## src/rtl/ppep_pkg.sv

```systemverilog
package ppep_pkg;
  typedef enum logic [1:0] {
    HS_NONE  = 2'b00,
    HS_ACK   = 2'b01,
    HS_NAK   = 2'b10,
    HS_STALL = 2'b11
  } hs_e;

  typedef enum logic [1:0] {
    M_STORE = 2'b00,
    M_NAK   = 2'b01,
    M_STALL = 2'b10
  } mode_e;

  function automatic hs_e mode_to_hs(mode_e m);
    case (m)
      M_STORE: return HS_ACK;
      M_NAK:   return HS_NAK;
      default: return HS_STALL;
    endcase
  endfunction
endpackage

```

## src/rtl/ppep_rx_ctrl.sv

```systemverilog
module ppep_rx_ctrl
  import ppep_pkg::*;
#(
  parameter int MAX_PKT = 64,
  parameter int DW      = 8,
  localparam int AW     = $clog2(MAX_PKT),
  localparam int CW     = $clog2(MAX_PKT + 2)
) (
  input  logic          clk,
  input  logic          rst_n,
  input  logic          tok_out,
  input  logic          rx_valid,
  input  logic [DW-1:0] rx_data,
  input  logic          rx_last,
  input  logic          rx_crc_ok,
  output logic          rx_ready,
  input  logic          force_stall,
  input  logic          wr_ptr,
  input  logic [1:0]    bank_full,
  output logic          wr_en,
  output logic          wr_bank,
  output logic [AW-1:0] wr_addr,
  output logic [DW-1:0] wr_data,
  output logic          done,
  output logic          done_bank,
  output logic [CW-1:0] done_cnt,
  output logic          hs_valid,
  output logic [1:0]    hs_code
);
  logic          in_pkt;
  mode_e         mode;
  logic          tgt;
  logic [CW-1:0] cnt;
  logic          beat, over_now, ok_end;

  // Beats are taken only inside the packet window.
  assign rx_ready = in_pkt;
  assign beat     = rx_valid && in_pkt;
  // Once MAX_PKT bytes have arrived, any further byte is an overrun.
  assign over_now = (cnt >= CW'(MAX_PKT));
  assign ok_end   = beat && rx_last && rx_crc_ok && !over_now;

  assign wr_en     = beat && (mode == M_STORE) && !over_now;
  assign wr_bank   = tgt;
  assign wr_addr   = cnt[AW-1:0];
  assign wr_data   = rx_data;
  assign done      = ok_end && (mode == M_STORE);
  assign done_bank = tgt;
  assign done_cnt  = cnt + CW'(1);

  always_ff @(posedge clk) begin
    if (!rst_n) begin
      in_pkt   <= 1'b0;
      mode     <= M_STORE;
      tgt      <= 1'b0;
      cnt      <= '0;
      hs_valid <= 1'b0;
      hs_code  <= HS_NONE;
    end else begin
      hs_valid <= 1'b0;
      if (tok_out) begin
        // The response is settled when the token arrives.
        in_pkt <= 1'b1;
        cnt    <= '0;
        tgt    <= wr_ptr;
        if (force_stall)         mode <= M_STALL;
        else if (bank_full[wr_ptr]) mode <= M_NAK;
        else                     mode <= M_STORE;
      end else if (beat) begin
        if (!over_now) cnt <= cnt + CW'(1);
        if (rx_last) begin
          in_pkt <= 1'b0;
          if (ok_end) begin
            hs_valid <= 1'b1;
            hs_code  <= mode_to_hs(mode);
          end
        end
      end
    end
  end
endmodule

```

## src/rtl/ppep_flags.sv

```systemverilog
module ppep_flags (
  input  logic       clk,
  input  logic       rst_n,
  input  logic       set_ev,
  input  logic       set_bank,
  input  logic [1:0] clr,
  output logic [1:0] full,
  output logic       wr_ptr,
  output logic       rd_ptr
);
  logic [1:0] clr_eff, set_vec;

  // A clear pulse counts only for a bank that is actually full.
  assign clr_eff = clr & full;
  assign set_vec = set_ev ? (2'b01 << set_bank) : 2'b00;

  always_ff @(posedge clk) begin
    if (!rst_n) begin
      full   <= 2'b00;
      wr_ptr <= 1'b0;
      rd_ptr <= 1'b0;
    end else begin
      full <= (full & ~clr_eff) | set_vec;
      if (set_ev)           wr_ptr <= ~wr_ptr;
      if (clr_eff[rd_ptr])  rd_ptr <= ~rd_ptr;
    end
  end
endmodule

```

## src/rtl/ppep_bank_store.sv

```systemverilog
module ppep_bank_store #(
  parameter int MAX_PKT = 64,
  parameter int DW      = 8,
  localparam int AW     = $clog2(MAX_PKT),
  localparam int CW     = $clog2(MAX_PKT + 2)
) (
  input  logic               clk,
  input  logic               rst_n,
  input  logic               wr_en,
  input  logic               wr_bank,
  input  logic [AW-1:0]      wr_addr,
  input  logic [DW-1:0]      wr_data,
  input  logic               done,
  input  logic               done_bank,
  input  logic [CW-1:0]      done_cnt,
  input  logic               rd_sel,
  input  logic [AW-1:0]      rd_addr,
  output logic [DW-1:0]      rd_data,
  output logic [1:0][CW-1:0] cnt_o
);
  logic [1:0][DW-1:0] rd_word;

  for (genvar b = 0; b < 2; b++) begin : g_bank
    logic [DW-1:0] mem [MAX_PKT];

    always_ff @(posedge clk) begin
      if (wr_en && (wr_bank == 1'(b))) mem[wr_addr] <= wr_data;
    end

    always_ff @(posedge clk) begin
      if (!rst_n)                            cnt_o[b] <= '0;
      else if (done && (done_bank == 1'(b))) cnt_o[b] <= done_cnt;
    end

    assign rd_word[b] = mem[rd_addr];
  end

  assign rd_data = rd_word[rd_sel];
endmodule

```

## src/rtl/ppep_out_endpoint.sv

```systemverilog
module ppep_out_endpoint #(
  parameter int MAX_PKT = 64,
  parameter int DW      = 8,
  localparam int AW     = $clog2(MAX_PKT),
  localparam int CW     = $clog2(MAX_PKT + 2)
) (
  input  logic          clk,
  input  logic          rst_n,
  input  logic          tok_out,
  input  logic          rx_valid,
  output logic          rx_ready,
  input  logic [DW-1:0] rx_data,
  input  logic          rx_last,
  input  logic          rx_crc_ok,
  output logic          hs_valid,
  output logic [1:0]    hs_code,
  input  logic          force_stall,
  output logic [1:0]    bank_full,
  input  logic [1:0]    bank_clr,
  output logic [CW-1:0] bank0_cnt,
  output logic [CW-1:0] bank1_cnt,
  output logic          rd_bank,
  input  logic          rd_sel,
  input  logic [AW-1:0] rd_addr,
  output logic [DW-1:0] rd_data,
  output logic          irq
);
  logic               wr_ptr, wr_en, wr_bank, done, done_bank;
  logic [AW-1:0]      wr_addr;
  logic [DW-1:0]      wr_data;
  logic [CW-1:0]      done_cnt;
  logic [1:0][CW-1:0] cnts;

  ppep_rx_ctrl #(.MAX_PKT(MAX_PKT), .DW(DW)) u_rx (
    .clk, .rst_n, .tok_out, .rx_valid, .rx_data, .rx_last, .rx_crc_ok,
    .rx_ready, .force_stall, .wr_ptr, .bank_full,
    .wr_en, .wr_bank, .wr_addr, .wr_data,
    .done, .done_bank, .done_cnt, .hs_valid, .hs_code
  );

  ppep_flags u_flags (
    .clk, .rst_n, .set_ev(done), .set_bank(done_bank), .clr(bank_clr),
    .full(bank_full), .wr_ptr, .rd_ptr(rd_bank)
  );

  ppep_bank_store #(.MAX_PKT(MAX_PKT), .DW(DW)) u_store (
    .clk, .rst_n, .wr_en, .wr_bank, .wr_addr, .wr_data,
    .done, .done_bank, .done_cnt, .rd_sel, .rd_addr, .rd_data,
    .cnt_o(cnts)
  );

  assign bank0_cnt = cnts[0];
  assign bank1_cnt = cnts[1];
  assign irq       = |bank_full;
endmodule

```

## config.mk

```make
export PLATFORM = sky130hd
export DESIGN_NAME = ppep_out_endpoint
export DESIGN_NICKNAME = d
export VERILOG_FILES = /design/src/rtl/ppep_pkg.sv /design/src/rtl/ppep_rx_ctrl.sv /design/src/rtl/ppep_flags.sv /design/src/rtl/ppep_bank_store.sv /design/src/rtl/ppep_out_endpoint.sv
export SDC_FILE = /design/constraint.sdc
export NUM_CORES = 1
export LEC_CHECK = 0
export BUFFER_PORTS_ARGS = -buffer_cell sky130_fd_sc_hd__buf_4
export CORE_ASPECT_RATIO = 0.5
export CORE_UTILIZATION = 62
export DETAILED_ROUTE_END_ITERATION = 10
export GPL_TIMING_DRIVEN = 0
export PLACE_DENSITY_LB_ADDON = 0.2
export SYNTH_ARGS = -nofsm -noshare
export SYNTH_HDL_FRONTEND = slang
export SYNTH_SLANG_ARGS = --single-unit
```

## constraint.sdc

```tcl
create_clock -name clk -period 3.6 [get_ports clk]
set_clock_uncertainty 0.1 [all_clocks]
set_input_delay 0.36 -clock clk [delete_from_list [all_inputs] [get_ports clk]]
set_output_delay 0.36 -clock clk [all_outputs]
set_load 0.05 [all_outputs]
```

==> results of run 1 <==
[flip-flops by register name, summed over array words and instances (netlist names), 2 cells and up]
signal              cells
u_store.cnt_o          14
u_rx.cnt                7
u_flags.full            2
u_rx.mode               2
u_rx.hs_code            2
u_store.g_bank.mem   1024
[cell usage in the layout (no fill, tap or decap), drive strengths merged, types with 3 or more instances in the layout]
cell / Yosys / routed
a211oi: 10 / 10
a21oi: 8 / 8
and3: 3 / 3
and3b: 3 / 3
buf: 42 / 93
bufinv: 0 / 7
clkbuf: 58 / 168
clkinv: 0 / 30
clkinvlp: 0 / 4
dfxtp: 32 / 32
dlygate4sd3: 0 / 10
edfxtp: 1024 / 1024
inv: 7 / 11
mux2: 8 / 8
mux2i: 9 / 9
mux4: 336 / 336
nand2: 19 / 19
nand3: 11 / 11
nand3b: 3 / 3
nor2: 158 / 158
nor3: 5 / 5
nor4: 5 / 5
or2: 3 / 3
or3: 3 / 3
xnor2: 6 / 6
[per-layer routing]
metal	vias up	wire length, um	global-route usage
met1	10524	38600	0.465
met3	135	13300	0.0963
met5	-	0	0
met4	0	2160	0.0734
met2	1246	44000	0.431
li1	7768	-	-
[cell type report]
class,instances,area (um2)
sequential,1056,31400
fill,3790,19300
multi-input combinational,601,9050
clock buffer,110,2340
tap,884,1110
buffer,100,678
timing repair buffer,62,652
clock inverter,45,427
inverter,7,26.3
antenna,2,5.00
[cells in the mapped netlist, types with 5 or more instances]
cell / n
nor2_1: 158
mux2_2: 8
nor3_1: 5
edfxtp_1: 1024
mux2i_1: 9
buf_2: 14
mux4_2: 336
clkbuf_1: 58
inv_1: 6
nand3_1: 11
a211oi_1: 10
a21oi_1: 8
nor4_1: 5
buf_1: 15
nand2_1: 19
dfxtp_1: 32
xnor2_1: 6
buf_4: 12
[worst paths after layout]
path,from,endpoint,slack (ps)
max,u_rx.mode[1],u_store.g_bank[1].mem[19][3],-200
min,rx_data[3],u_store.g_bank[1].mem[62][3],40
max reg2reg,u_rx.mode[1],u_store.g_bank[1].mem[19][3],-200
min reg2reg,u_rx.mode[1],u_rx.hs_code[0],400
[cell families after synthesis]
group           count (synthesis)  share of synthesized area
compound gates                 23                    0.00365
xor+xnor                        8                    0.00172
fa+ha+maj                       2                   0.000614
buf+inv                       107                     0.0116
flops                        1056                      0.770
mux                           353                      0.190
simple gates                  215                     0.0220
[report_power, final]
group	switching [mW]	internal, mW	leakage (nW)
combinational	0.831	0.556	3.24
clock	4.32	5.12	1.35
sequential	0.00456	13.5	9.46
total	5.16	19.1	14.0
[repair_timing]
item | in CTS | in global routing
setup endpoints to repair | 511 | 655
gates resized for setup | 119 | 49
buffers inserted | 1 | 0
hold endpoints to repair | 11 | 27
hold buffers | 8 | 2
pin swaps | 0 | 0
==> flow_summary.yaml, run 1 <==
timing:
  setup_viol: 94
  max_freq_mhz: 263
  holdWs_ps: 35.8
  rsz0062_at_grt: "yes"
  drv_slew: 0
  worst_slack_ps: -197
  hold_viol_final: 0
  fin_crit_ps: 3800
  maxSlewHeadroom: 0.0475
  setup_tns_ps: -8490
  min_period_over_period: 1.05
  worst_slew_pin_slew_ps: 1430
grt:
  grt_pass1_wl_mm: 139
  track_usage: 0.303
  grt_pass1_vias: 19247
  gr-total-overflow: 0
  antenna_found_initial: 3
  grt_max_degree: 129
setup_path:
  cp.depth: 5
  cp_max_fo: 8
  path_class: "reg2reg"
  cp-end-kind: "register"
  worstPathCellList: "or2_2 > clkbuf_1 > nor4_1 > nand3_1 > nor2_1"
  critPathTopFamily: "simple AND/OR/NAND/NOR gates"
  cpMaxStageDelayCell: "nor2_1"
  critical_path_buf_inv_count: 1
  worst_setup_path_start_kind: "register"
  cp.required_ps: 3780
  worstRegToRegCells: 5
  crit_arrival_ps: 3980
  critPathMaxStageDelay_ps: 920
place:
  dp_hpwl_mm: 60.7
  numPortBuffers: 45
  pre_cts_ws_ps: -878
  placed_area_mm2: 0.0422
  dp_cells: 2693
  gp_routability_congestion: 0.893
route:
  drt_iter0_drc: 3095
  via_per_inst: 6.86
  dr.pass1.iters: 5
  vias: 19673
  wl_mm: 98.0
  drtAntennaViolNets: 0
  wl_per_cell_um: 34.2
  drc_errors: 0
synth:
  postSynthCellCount: 1764
  yosysWarnings: 0
  synth_cell_types: 32
  ys_ff_latch: 1056
  avgSynthCellArea_um2: 23.1
  netlist_area_mm2: 0.0407
  synth_area_leaders: "edfxtp_1 (75%), mux4_2 (19%), dfxtp_1 (1.6%)"
  synth_top_cell_by_area: "edfxtp_1"
  syn_nets: 1790
  synth_edf_count: 1024
  ys_seq_area_frac: 0.770
  synth_flop_cell: "edfxtp_1"
  async_flop_share: 0
  synth_top_area_share: 0.755
cts:
  htree_levels: 3
  clk_latency_ps: 660
  clock-root-buffer: "clkbuf_16"
  cts_buffers: 86
  cts_sinks: 1056
  path_clk_slew_ps: 70
  cts_tree: "done"
  clockBufferDepth: 3
power_and_ir_drop:
  vdd_drop_max_uv: 420
  power_mw: 24.3
  p_leak_nw: 14.0
  p_per_area_mw_per_mm2: 532
outcome:
  violations: "negative setup slack"
  status: "finished with violations"
cells_and_area:
  instances_no_fill: 2867
  drive_above_1_share: 0.322
  utilization: 0.703
  final_area_mm2: 0.0457
  layout.nets: 1940
  area_delta_synth_final_pct: 12.1
floorplanning:
  fp.dieH_um: 183
  start_util: 0.627
  core_mm2: 0.0650
  io_pins: 54
  rows: 66
  dieArea_mm2: 0.0668
  die_x_um: 365
min_path:
  holdPathStages: 1
  hp-class: "in2reg"
job:
  max_cap_viol_count: 0
No activity file was read; power rests on OpenSTA's default activity.
==> run 2, diff against run 1 <==
- SKIP_CTS_REPAIR_TIMING: unset -> 1
==> run 2 against run 1 <==
  * The flow finishes with violations (negative hold slack, negative setup slack)
  * Clock power is essentially flat
  * Global-route usage shrank 0.091 points
  * Maximum frequency shrank 0.17%
  * Sequential power is essentially flat
  * Flip-flop and latch count is the same
  * Combinational power is essentially flat
  * Sequential share of layout area is essentially flat
  * Final area is essentially flat
  * Non-clock buffer count shrank 1
  * Register-to-register slack is essentially flat
  * Core utilization is essentially flat
  * Critical endpoint is now u_store.g_bank[0].mem[4][1]
  * Highest routed layer is now met5
==> flow_summary.yaml, run 2 (synthesized netlist as in run 1, its figures left out) <==
power_and_ir_drop:
  p_per_area_mw_per_mm2: 532
  vdd_drop_max_uv: 421
  power_mw: 24.3
  p_leak_nw: 14.1
setup_path:
  cpMaxStageDelayCell: "nor2_1"
  crit_arrival_ps: 3980
  worst_setup_path_start_kind: "register"
  path_class: "reg2reg"
  cp-end-kind: "register"
  cp.required_ps: 3780
  critical_path_buf_inv_count: 1
  critPathTopFamily: "simple AND/OR/NAND/NOR gates"
  worstPathCellList: "or2_2 > clkbuf_1 > nor3_2 > nand3_1 > nor2_1"
  critPathMaxStageDelay_ps: 940
  cp_max_fo: 8
place:
  placed_area_mm2: 0.0422
  pre_cts_ws_ps: -878
  dp_cells: 2693
  dp_hpwl_mm: 60.7
  numPortBuffers: 45
  gp_routability_congestion: 0.893
cts:
  clk_latency_ps: 660
  path_clk_slew_ps: 60
  htree_levels: 3
  clock-root-buffer: "clkbuf_16"
  cts_tree: "done"
  cts_sinks: 1056
  cts_buffers: 86
  clockBufferDepth: 3
grt:
  grt_pass1_vias: 19219
  track_usage: 0.302
  grt_pass1_wl_mm: 138
  grt_max_degree: 129
  antenna_found_initial: 5
  gr-total-overflow: 0
floorplanning:
  io_pins: 54
  dieArea_mm2: 0.0668
  die_x_um: 365
  rows: 66
  start_util: 0.627
  core_mm2: 0.0650
  fp.dieH_um: 183
route:
  wl_per_cell_um: 34.3
  wl_mm: 98.3
  dr.pass1.iters: 6
  drtAntennaViolNets: 0
  drc_errors: 0
  via_per_inst: 6.87
  drt_iter0_drc: 2992
  vias: 19682
min_path:
  hp-class: "in2reg"
cells_and_area:
  mostFrequentLayoutCell: "edfxtp_1"
  reg_top3: "u_store.g_bank.mem x1024, u_store.cnt_o x14, u_rx.cnt x7"
  nFillCells: 3789
  utilization: 0.703
  multi_input_area_mm2: 0.00908
  layout.nets: 1939
  final-seq-area_mm2: 0.0314
  largest_register_ffs: 1024
  regMostFlops: "u_store.g_bank.mem"
  drive_above_1_share: 0.328
  final_cell_mix: "edfxtp_1 (1,024), mux4_2 (336), nor2_1 (104)"
  area_delta_synth_final_pct: 12.1
  instances_no_fill: 2865
  final_area_mm2: 0.0457
job:
  max_cap_viol_count: 0
timing:
  holdWs_ps: -0.0914
  setup_tns_ps: -12580
  rsz0062_at_grt: "yes"
  min_period_over_period: 1.06
  worst_slew_pin_slew_ps: 1450
  drv_slew: 0
  hold_viol_final: 1
  setup_viol: 151
  maxSlewHeadroom: 0.0322
  worst_slack_ps: -204
  max_freq_mhz: 263
  fin_crit_ps: 3800
outcome:
  status: "finished with violations"
  violations: "negative hold slack, negative setup slack"
==> run 2: cell count changes in the layout (fill, tap and decap cells not counted), moves of 2 or more <==
| cell | before | now |
|---|---|---|
| nor2_1 | 116 | 104 |
| nor2_2 | 42 | 54 |
| clkbuf_2 | 28 | 33 |
| buf_2 | 7 | 5 |
| buf_4 | 41 | 39 |
| buf_6 | 23 | 21 |
| buf_8 | 7 | 9 |
==> run 2: final cells by class <==
| type | instances | area share |
|---|---|---|
| Tap cell | 884 | 0.0242 |
| Timing Repair Buffer | 61 | 0.0140 |
| Antenna cell | 1 | 0.0000548 |
| Multi-Input combinational cell | 601 | 0.199 |
| Inverter | 7 | 0.000575 |
| Buffer | 100 | 0.0150 |
| Sequential cell | 1056 | 0.687 |
| Clock inverter | 45 | 0.00934 |
| Clock buffer | 110 | 0.0511 |
==> run 2: worst min-delay path: cells and delay by family <==
kind,cells,cell delay [ps]
simple gates,2,230
buf+inv,1,110
==> run 2: routing by layer <==
| metal | GRT usage | vias up | routed length, um |
|---|---|---|---|
| met3 | 0.0950 | 146 | 13400 |
| met5 | 0 | - | 11 |
| met2 | 0.430 | 1272 | 44000 |
| met1 | 0.465 | 10499 | 38600 |
| met4 | 0.0738 | 2 | 2260 |
| li1 | - | 7763 | - |
==> run 2: path summary, 6_finish.rpt <==
kind	start	cells past startpoint	slack, ps	endpoint
max	u_rx.mode[1]	5	-200	u_store.g_bank[0].mem[4][1]
min reg2reg	u_rx.mode[1]	2	400	u_rx.hs_code[0]
max reg2reg	u_rx.mode[1]	5	-200	u_store.g_bank[0].mem[4][1]
min	rx_crc_ok	3	-0.09	u_rx.hs_valid
==> run 2: where the power goes <==
part / leakage, nW / internal (mW) / total (mW) / switching, mW
logic: 3.25 / 0.557 / 1.39 / 0.834
clock network: 1.35 / 5.12 / 9.44 / 4.32
registers: 9.46 / 13.5 / 13.5 / 0.00447
==> run 3, diff against run 2 <==
- CORE_UTILIZATION: 62 -> 63
- SYNTH_HIERARCHICAL: unset -> 1
==> run 3 against run 2 <==
  * The run still ends with negative hold slack, negative setup slack left
  * Total power fell by 1.1%
  * Synthesized cell count rose by 1.9%
  * Combinational power barely moved
  * Register-to-register slack improved by 120 ps
  * Flip-flop and latch count did not move
  * Critical endpoint is now u_store/g_bank[1].mem[42][5]
  * Worst hold slack got worse by 25 ps
  * Global-route usage fell by 0.32 points
  * Clock power fell by 2.6%
  * Via count rose by 0.22%
  * Core utilization rose by 1.6 points
  * Critical path depth rose by 2
==> flow_summary.yaml, run 3 <==
outcome:
  status: "finished with violations"
  violations: "negative hold slack, negative setup slack"
synth:
  avgSynthCellArea_um2: 22.8
  netlist_area_mm2: 0.0410
  synth_common_cells: "edfxtp_1 (1,024), mux4_2 (336), nor2_1 (139)"
  synth_area_leaders: "edfxtp_1 (75%), mux4_2 (18%), dfxtp_1 (1.6%)"
  postSynthCellCount: 1797
  ys_seq_area_frac: 0.765
  synth_most_common_cell: "edfxtp_1"
  yosysWarnings: 6
  synth_cell_types: 39
  synth_flop_cell: "edfxtp_1"
  syn_nets: 1823
  synth_edf_count: 1024
  synth_top_area_share: 0.749
  ys_ff_latch: 1056
  async_flop_share: 0
  synth_top_cell_by_area: "edfxtp_1"
cts:
  cts_buffers: 84
  path_clk_slew_ps: 70
  cts_sinks: 1056
  clockBufferDepth: 3
  clk_latency_ps: 640
  clock-root-buffer: "clkbuf_16"
  cts_tree: "done"
  htree_levels: 3
setup_path:
  cpMaxStageDelayCell: "nor2_2"
  critPathTopFamily: "simple AND/OR/NAND/NOR gates"
  critPathMaxStageDelay_ps: 680
  cp.required_ps: 3780
  cp_max_fo: 9
  cp-end-kind: "register"
  critical_path_buf_inv_count: 4
  crit_arrival_ps: 3870
  path_class: "reg2reg"
  worstPathCellList: "buf_4 > clkbuf_1 > or3b_2 > clkbuf_1 > inv_1 > nand2_1 > nor2_2"
  worst_setup_path_start_kind: "register"
  cpMostUsedCell: "clkbuf_1"
power_and_ir_drop:
  p_leak_nw: 14.3
  vdd_drop_max_uv: 366
  p_per_area_mw_per_mm2: 524
route:
  via_per_inst: 6.85
  drtAntennaViolNets: 0
  vias: 19726
  wl_mm: 95.7
  drt_iter0_drc: 2934
  wl_per_cell_um: 33.3
  dr.pass1.iters: 6
  drc_errors: 0
timing:
  setup_tns_ps: -2550
  fin_crit_ps: 3680
  max_freq_mhz: 271
  worst_slew_pin_slew_ps: 1490
  holdWs_ps: -24.7
  rsz0062_at_grt: "yes"
  min_period_over_period: 1.02
  maxSlewHeadroom: 0.00696
  setup_viol: 72
  worst_slack_ps: -84.6
  hold_viol_final: 1
  drv_slew: 0
floorplanning:
  start_util: 0.645
  dieArea_mm2: 0.0662
  die_x_um: 363
  fp.dieH_um: 182
  io_pins: 54
  core_mm2: 0.0637
  rows: 65
grt:
  track_usage: 0.299
  grt_pass1_vias: 19605
  grt_pass1_wl_mm: 138
  antenna_found_initial: 4
  grt_max_degree: 129
  gr-total-overflow: 0
place:
  pre_cts_ws_ps: -941
  numPortBuffers: 37
  dp_hpwl_mm: 58.1
  gp_routability_congestion: 0.824
job:
  max_cap_viol_count: 0
cells_and_area:
  regMostFlops: "u_store/g_bank.mem"
  mostFrequentLayoutCell: "edfxtp_1"
  drive_above_1_share: 0.328
  layout.nets: 1965
  nFillCells: 3551
  largest_register_ffs: 1024
  final_cell_mix: "edfxtp_1 (1,024), mux4_2 (336), clkbuf_16 (85)"
  area_delta_synth_final_pct: 11.6
  reg_top3: "u_store/g_bank.mem x1024, u_store/cnt_o x14, u_rx/cnt x7"
min_path:
  hp-class: "in2reg"
==> run 3: area by class of cell <==
class                      instances  area [um2]  area share
clock buffer                      95        2160      0.0473
inverter                          16        60.1     0.00131
clock inverter                    58         512      0.0112
timing repair buffer              56         573      0.0125
antenna                            1        2.50   0.0000546
buffer                           111         791      0.0173
sequential                      1056       31400       0.685
tap                              871        1090      0.0238
multi-input combinational        614        9230       0.201
==> run 3: cell families (layout without fill, tap and decap cells) <==
kind of cell             Yosys count  in the layout  synth area share
AND/OR/NAND/NOR                  225            225            0.0246
XOR/XNOR                           8              8           0.00171
AO/OA/AOI/OAI                     22             22           0.00360
buffers and inverters            127            336            0.0149
other                              0              1                 0
adder cells (fa/ha/maj)            2              2          0.000610
flip-flops                      1056           1056             0.765
multiplexers                     357            357             0.190
==> run 3: final timing paths <==
| kind | startpoint | endpoint | slack (ps) | cells after the start |
|---|---|---|---|---|
| worst min register to register | u_store/cnt_o[10] | u_store/cnt_o[10] | 370 | 2 |
| worst min-delay path | rx_last | u_rx/rx_ready | -20 | 4 |
| worst max register to register | u_rx/cnt[1] | u_store/g_bank[1].mem[42][5] | -80 | 7 |
| worst max-delay path | u_rx/cnt[1] | u_store/g_bank[1].mem[42][5] | -80 | 7 |
==> run 3: through the flow <==
step	hold slack (ps)	instances	instance area (um2)	util	power [mW]
3_5_place_dp	368	2705	42400	0.666	15.0
3_3_place_gp	349	2705	42400	0.666	15.0
2_1_floorplan	372	1797	41000	-	14.5
6_report	-24.7	2878	45800	0.719	24.0
5_1_grt	27.6	2877	45800	0.719	24.6
4_1_cts	-187	2858	45100	0.708	24.0
==> run 3: worst min-delay path, cell delays in order <==
cell	delay [ps]
buf_4	80
nand2_1	40
a21oi_1	130
nor2b_1	60
==> run 3: power by group <==
part | internal, mW | switching (mW)
Combinational | 0.554 | 0.808
Sequential | 13.5 | 0.00503
Clock | 4.93 | 4.27
Total | 18.9 | 5.08
==> run 3: per-layer routing <==
layer / global-route usage / up-vias / wire (um)
met5: 0 / - / 12
met4: 0.0846 / 2 / 2570
met3: 0.0737 / 175 / 12600
met2: 0.443 / 1366 / 44300
met1: 0.453 / 10350 / 36300
li1: - / 7833 / -
